`src/rtl/rx_stat_pkg.sv`:
```
package rx_stat_pkg;

  typedef struct packed {
    logic brk;
    logic frm;
    logic par;
  } rx_err_t;

  localparam int unsigned ERR_W  = 3;
  localparam int unsigned STAT_W = 5;

  localparam int unsigned ST_DR  = 0;
  localparam int unsigned ST_OVR = 1;
  localparam int unsigned ST_PAR = 2;
  localparam int unsigned ST_FRM = 3;
  localparam int unsigned ST_BRK = 4;

endpackage

```
`src/rtl/rx_err_fifo.sv`:
```
module rx_err_fifo
  import rx_stat_pkg::*;
#(
  parameter  int unsigned DATA_W = 8,
  parameter  int unsigned DEPTH  = 16,
  localparam int unsigned CNT_W  = $clog2(DEPTH + 1)
) (
  input  logic              clk,
  input  logic              rst_n,
  input  logic              flush,
  input  logic              fifo_mode,
  input  logic              push,
  input  logic [DATA_W-1:0] push_data,
  input  rx_err_t           push_err,
  input  logic              pop,
  output logic [DATA_W-1:0] head_data,
  output rx_err_t           next_err,
  output logic [CNT_W-1:0]  count,
  output logic              full,
  output logic              empty
);

  localparam int unsigned PTR_W = (DEPTH > 1) ? $clog2(DEPTH) : 1;

  typedef struct packed {
    rx_err_t           err;
    logic [DATA_W-1:0] data;
  } entry_t;

  entry_t             mem [DEPTH];
  logic [PTR_W-1:0]   wr_ptr_q, wr_ptr_nxt;
  logic [PTR_W-1:0]   rd_ptr_q, rd_ptr_nxt;
  logic [PTR_W-1:0]   rd_ptr_inc, wr_ptr_inc;
  logic [CNT_W-1:0]   cnt_q, cnt_nxt;
  logic [CNT_W-1:0]   cap;

  function automatic logic [PTR_W-1:0] ptr_step(input logic [PTR_W-1:0] p);
    if (p == PTR_W'(DEPTH - 1)) return '0;
    return p + PTR_W'(1);
  endfunction

  assign cap        = fifo_mode ? CNT_W'(DEPTH) : CNT_W'(1);
  assign full       = (cnt_q >= cap);
  assign empty      = (cnt_q == '0);
  assign count      = cnt_q;
  assign rd_ptr_inc = ptr_step(rd_ptr_q);
  assign wr_ptr_inc = ptr_step(wr_ptr_q);

  always_comb begin
    wr_ptr_nxt = wr_ptr_q;
    rd_ptr_nxt = rd_ptr_q;
    cnt_nxt    = cnt_q;
    if (flush) begin
      wr_ptr_nxt = '0;
      rd_ptr_nxt = '0;
      cnt_nxt    = '0;
    end else begin
      if (push) wr_ptr_nxt = wr_ptr_inc;
      if (pop)  rd_ptr_nxt = rd_ptr_inc;
      cnt_nxt = cnt_q + CNT_W'(push) - CNT_W'(pop);
    end
  end

  always_ff @(posedge clk or negedge rst_n) begin
    if (!rst_n) begin
      wr_ptr_q <= '0;
      rd_ptr_q <= '0;
      cnt_q    <= '0;
    end else begin
      wr_ptr_q <= wr_ptr_nxt;
      rd_ptr_q <= rd_ptr_nxt;
      cnt_q    <= cnt_nxt;
    end
  end

  // storage carries no reset; content is only observed while counted valid
  always_ff @(posedge clk) begin
    if (push && !flush) mem[wr_ptr_q] <= '{err: push_err, data: push_data};
  end

  assign head_data = mem[rd_ptr_q].data;
  assign next_err  = mem[rd_ptr_inc].err;

endmodule

```
`src/rtl/rx_line_status.sv`:
```
module rx_line_status
  import rx_stat_pkg::*;
(
  input  logic              clk,
  input  logic              rst_n,
  input  logic              stat_rd,
  input  rx_err_t           err_set,
  input  logic              ovr_set,
  input  logic              data_ready,
  input  logic              int_en,
  output logic [STAT_W-1:0] line_stat,
  output logic              ls_irq
);

  rx_err_t err_q, err_nxt;
  logic    ovr_q, ovr_nxt;

  // clear on status read first, then new events win
  always_comb begin
    err_nxt = stat_rd ? rx_err_t'('0) : err_q;
    ovr_nxt = stat_rd ? 1'b0 : ovr_q;
    err_nxt = err_nxt | err_set;
    ovr_nxt = ovr_nxt | ovr_set;
  end

  always_ff @(posedge clk or negedge rst_n) begin
    if (!rst_n) begin
      err_q <= '0;
      ovr_q <= 1'b0;
    end else begin
      err_q <= err_nxt;
      ovr_q <= ovr_nxt;
    end
  end

  always_comb begin
    line_stat         = '0;
    line_stat[ST_DR]  = data_ready;
    line_stat[ST_OVR] = ovr_q;
    line_stat[ST_PAR] = err_q.par;
    line_stat[ST_FRM] = err_q.frm;
    line_stat[ST_BRK] = err_q.brk;
  end

  assign ls_irq = int_en & (ovr_q | err_q.par | err_q.frm | err_q.brk);

endmodule

```
`src/rtl/rx_status_top.sv`:
```
module rx_status_top
  import rx_stat_pkg::*;
#(
  parameter int unsigned DATA_W = 8,
  parameter int unsigned DEPTH  = 16
) (
  input  logic              clk,
  input  logic              rst_n,
  input  logic              rx_valid,
  input  logic [DATA_W-1:0] rx_data,
  input  logic              rx_par_err,
  input  logic              rx_frm_err,
  input  logic              rx_brk,
  input  logic              fifo_en,
  input  logic              int_en,
  input  logic              data_rd,
  input  logic              stat_rd,
  output logic [DATA_W-1:0] rd_data,
  output logic [STAT_W-1:0] line_stat,
  output logic              ls_irq
);

  localparam int unsigned CNT_W = $clog2(DEPTH + 1);

  logic              mode_q;
  logic              mode_chg;
  logic              accept, ovr_evt, pop;
  logic              fifo_full, fifo_empty, head_single;
  logic [CNT_W-1:0]  fifo_cnt;
  logic [DATA_W-1:0] head_data;
  rx_err_t           in_err, next_err, head_set;

  assign mode_chg = fifo_en ^ mode_q;

  always_ff @(posedge clk or negedge rst_n) begin
    if (!rst_n) mode_q <= 1'b0;
    else        mode_q <= fifo_en;
  end

  assign in_err      = '{brk: rx_brk, frm: rx_frm_err, par: rx_par_err};
  assign accept      = rx_valid & ~fifo_full & ~mode_chg;
  assign ovr_evt     = rx_valid &  fifo_full & ~mode_chg;
  assign pop         = data_rd  & ~fifo_empty & ~mode_chg;
  assign head_single = (fifo_cnt == CNT_W'(1));

  // flags of whichever entry becomes the head at this edge
  always_comb begin
    head_set = '0;
    if (accept && (fifo_empty || (pop && head_single))) head_set = in_err;
    else if (pop && !head_single)                     head_set = next_err;
  end

  rx_err_fifo #(.DATA_W(DATA_W), .DEPTH(DEPTH)) u_fifo (
    .clk       (clk),
    .rst_n     (rst_n),
    .flush     (mode_chg),
    .fifo_mode (fifo_en),
    .push      (accept),
    .push_data (rx_data),
    .push_err  (in_err),
    .pop       (pop),
    .head_data (head_data),
    .next_err  (next_err),
    .count     (fifo_cnt),
    .full      (fifo_full),
    .empty     (fifo_empty)
  );

  rx_line_status u_stat (
    .clk        (clk),
    .rst_n      (rst_n),
    .stat_rd    (stat_rd),
    .err_set    (head_set),
    .ovr_set    (ovr_evt),
    .data_ready (~fifo_empty),
    .int_en     (int_en),
    .line_stat  (line_stat),
    .ls_irq     (ls_irq)
  );

  assign rd_data = fifo_empty ? '0 : head_data;

endmodule

```
`config.mk`:
```
export PLATFORM = sky130hd
export DESIGN_NAME = rx_status_top
export DESIGN_NICKNAME = d
export VERILOG_FILES = /design/src/rtl/rx_stat_pkg.sv /design/src/rtl/rx_err_fifo.sv /design/src/rtl/rx_line_status.sv /design/src/rtl/rx_status_top.sv
export SDC_FILE = /design/constraint.sdc
export NUM_CORES = 1
export LEC_CHECK = 0
export BUFFER_PORTS_ARGS = -buffer_cell sky130_fd_sc_hd__buf_2
export CORE_MARGIN = 4
export CORE_UTILIZATION = 61
export DETAILED_ROUTE_END_ITERATION = 16
export PLACE_DENSITY = 0.75
export SETUP_SLACK_MARGIN = 0.05
export SLEW_MARGIN = 20
export SYNTH_ARGS = -nofsm -noshare
export SYNTH_HDL_FRONTEND = slang
export SYNTH_SLANG_ARGS = --single-unit
export TNS_END_PERCENT = 5
```
`constraint.sdc`:
```
create_clock -name clk -period 3.65 [get_ports clk]
set_clock_uncertainty 0.05 [all_clocks]
set_input_delay 0.9125 -clock clk [delete_from_list [all_inputs] [get_ports clk]]
set_output_delay 0.9125 -clock clk [all_outputs]
set_load 0.01 [all_outputs]
```
==> results.md <==
Timing:
- The number of hold violations in the final report was 0.
- The smallest setup slack after layout is ~0.17 ns.
- The final total negative setup slack is 0 ns.
- Setup repair after global routing left no endpoint under its margin.
- The minimum clock period after layout is 3.484 ns.
- The max-slew violation count was 0.
- The number of endpoints failing setup at the final stage is 0.
- The highest attainable clock frequency is between 0.2 and 0.3 GHz.
- The final critical path takes up approximately 95% of the cycle.
- The worst relative slew slack is 30.92%.
- The tightest hold margin is 0.3609 ns.
- The measured slew at the worst slew-check pin is 1.036 ns.

CTS:
- The number of clock sinks seen by CTS is 194.
- After clock tree synthesis, the clock-pin slew on the worst setup and hold paths is 0.07 ns.
- The H-tree was split into 4 levels.
- The clock reaches the later pin of the worst-skew pair after about 0.42 ns.
- Once the clock tree was built, the setup fixing pass inserted 0 buffers.
- TritonCTS built the clock tree.
- The master cell of the clock root buffer is sky130_fd_sc_hd__clkbuf_16.
- The maximum clock path buffer count is 2.
- The number of clock buffers added by TritonCTS is 17.

Min path:
- The class of the tightest hold or removal check is input port to async pin.

Placement:
- The instance count after placement with tap cells included is around 650.
- The total of buffers placed on input and output ports is 31.
- At the end of routability-driven placement, the weighted congestion stood at ~0.84.
- Detailed placement ended at an HPWL of roughly 10 mm.
- OpenSTA, run right after detailed placement, puts the worst setup slack at 0.3025 ns.

Pwr:
- In this run the static leakage power is around 3.2 nW.
- In this run the power density over the cells is about 640 nW/µm².
- The worst voltage drop across the vdd grid is 0.5372 mV.

Logic synthesis:
- The mapped netlist covers 8207 µm².
- The count of cell types in the netlist is 55.
- The share of Yosys cell area claimed by the top area cell type is 64.40%.
- The number of nets in the synthesized netlist is 463.
- In the synthesized netlist the async set-or-reset flop fraction comes to 9.278%.
- The most used flip-flop cell after synthesis is sky130_fd_sc_hd__edfxtp_1.
- The biggest area contributor in the post-synthesis netlist is sky130_fd_sc_hd__edfxtp_1.
- Counting flops and latches in the post-synthesis netlist gives 194.
- Yosys printed 0 warnings.
- Yosys attributes the largest share of cell area to sky130_fd_sc_hd__edfxtp_1, sky130_fd_sc_hd__mux4_2, sky130_fd_sc_hd__mux4_1.
- Counting flops with a built-in enable in the synthesized netlist gives 176.
- The cell count after synthesis came out at 429.
- After synthesis, flip-flops and latches occupy 69.89% of the total area.
- A synthesized cell averages 19.13 µm².

Route:
- For this run, the detailed router's first-pass iteration total came to 7.
- The final layout contains routed wiring with a total length of between 15 and 20 mm.
- The average detailed-routed wire length per instance is 24.24 µm.
- The via-per-instance ratio is 6.192.
- For this block, the initial DRC count from the detailed router was 295.
- In the routed design, unresolved DRC markers number 0.
- The detail route stage leaves a number of antenna-violating nets equal to 0.
- Detailed routing inserted a total of 4235 vias.

Layout:
- The library cell used most frequently in the layout, excluding fill and tap cells, is sky130_fd_sc_hd__edfxtp_1.
- In the layout the commonest cells are sky130_fd_sc_hd__edfxtp_1, sky130_fd_sc_hd__buf_4, sky130_fd_sc_hd__buf_2.
- The count of inserted antenna diode cells is 0.
- In the final layout, flip-flops and latches occupy 5737 µm².
- The non-filler instance count after layout is approximately 680.
- Of the cells placed in the final design, the portion with a size suffix greater than 1 is 25.79%.
- In the final layout, the multi-input gates occupy 2250 µm².
- After filler insertion, the fill cell instance count of the layout stands at about 810.
- From synthesis to final layout, the design area changed by 13.57%.
- The number of nets in the final layout is 529.

Critical path:
- The dominant delay contributor by cell family on the critical path is multiplexers.
- The startpoint type of the worst setup path is a flop.
- The critical path goes through buf_12, mux4_1, mux4_2, and2_1, buf_2.
- On the worst path, the slowest cell contributes a delay of 0.61 ns.
- The count of buffering cells on the critical path with inverters included is 2.
- The type of the worst setup path is flop to primary output.
- The maximum fanout along the worst path is 20.
- The worst setup path is captured at a primary output.
- At the worst endpoint, the required time is 2.69 ns.
- The slowest stage of the critical path is the sky130_fd_sc_hd__mux4_1 cell.
- STA puts the critical path data arrival time at 2.52 ns.

GRT:
- The initial antenna violation count was 0.
- The first global-routing pass estimated 25.61 mm of wire.
- Entering global routing, the biggest net connects 37 pins.
- The global-route total usage across every layer is between 20% and 30%.
- The number of global-route vias before repair is ~4.3k.
- The sum of overflow across all layers after global routing is 0.

Flow run:
- The number of max-cap violations is 0.

Floorplan:
- During I/O placement, the number of pins put on the boundary was 32.
- Measured along the y axis, the die boundary spans roughly 120 µm.
- The area of the die is 15370 µm².
- In this run the standard cell core region covers between 10000 and 15000 µm².
- Once the floorplan was initialized, standard cells occupied 62.22% of the core.
- The number of rows created at floorplan is 42.
- The die is roughly 120 µm wide.

Outcome:
- The run finished with clean final reports.
[worst paths after layout]
kind	startpoint	to	slack (ns)	cells after the start
min in group clk	u_stat.line_stat[2]	u_stat.line_stat[2]	0.50	1
worst min register to register	u_stat.line_stat[2]	u_stat.line_stat[2]	0.50	1
worst min-delay path	rst_n	u_fifo.count[4]	0.36	1
max in group asynchronous	rst_n	u_fifo.rd_ptr_q[0]	2.88	1
worst max register to register	u_fifo.rd_ptr_q[0]	u_stat.line_stat[4]	0.61	8
worst max-delay path	u_fifo.rd_ptr_q[0]	rd_data[4]	0.17	5
[cell usage after synthesis (all sizes together), types with 3 or more instances]
master,count
nor2b,3
mux2i,5
inv,23
nand2,15
mux2,5
xor2,3
xnor2,5
and2,21
o21ai,7
o211ai,4
nor2,19
a21oi,7
ha,15
edfxtp,176
dfrtp,18
mux4,48
clkbuf,6
a31oi,3
buf,13
[logic make-up after synthesis]
group                    count (synthesis)  share of synthesized area (%)
AO/OA/AOI/OAI                           36                          3.446
XOR/XNOR                                 8                         0.9453
multiplexers                            58                          15.47
adder cells (fa/ha/maj)                 16                          2.531
AND/OR/NAND/NOR                         75                          4.940
flip-flops                             194                          69.89
buffers and inverters                   42                          2.775
[cell type report]
| class | instances | area share (%) |
|---|---|---|
| clock buffer | 19 | 4.645 |
| clock inverter | 13 | 1.718 |
| inverter | 23 | 0.9263 |
| multi-input combinational | 193 | 24.14 |
| sequential | 194 | 61.55 |
| tap | 176 | 2.363 |
| timing repair buffer | 66 | 4.658 |
[timing repair]
item / CTS / global route
pin swaps: 0 / 0
hold buffers: 0 / 0
resized for setup: 1 / 1
setup endpoints to repair: 1 / 8
[metrics by stage]
stage	area, µm²	power [mW]	util (%)
after global placement	8717	4.155	66.09
after floorplan	8207	3.785	-
after detailed placement	8717	4.181	66.09
after CTS	9314	6.034	70.61
final	9320	6.003	70.66
after global routing	9320	6.294	70.66
[report_power, final]
group          total (mW)  leakage [nW]  internal, mW  switching [mW]
Combinational        1.53          1.14         0.744           0.789
Sequential           2.62          1.82          2.52           0.108
Clock                1.85         0.277          1.08           0.768
[state kept, by name, indices dropped and copies added, names as in the netlist]
signal and flops:
mode_q 1, u_fifo.count 5, u_fifo.rd_ptr_q 4, u_fifo.wr_ptr_q 4
u_stat.line_stat 3, u_fifo.mem 176, u_stat.ovr_q 1
[metal layers]
layer	part of all wire, %	global-route usage (%)	vias up
li1	-	-	1850
met4	2.2	8.624	0
met3	6.0	4.269	25
met1	40	32.92	2209
met5	0	0	-
met2	52	38.90	151
Power figures use the tool's default switching activity.
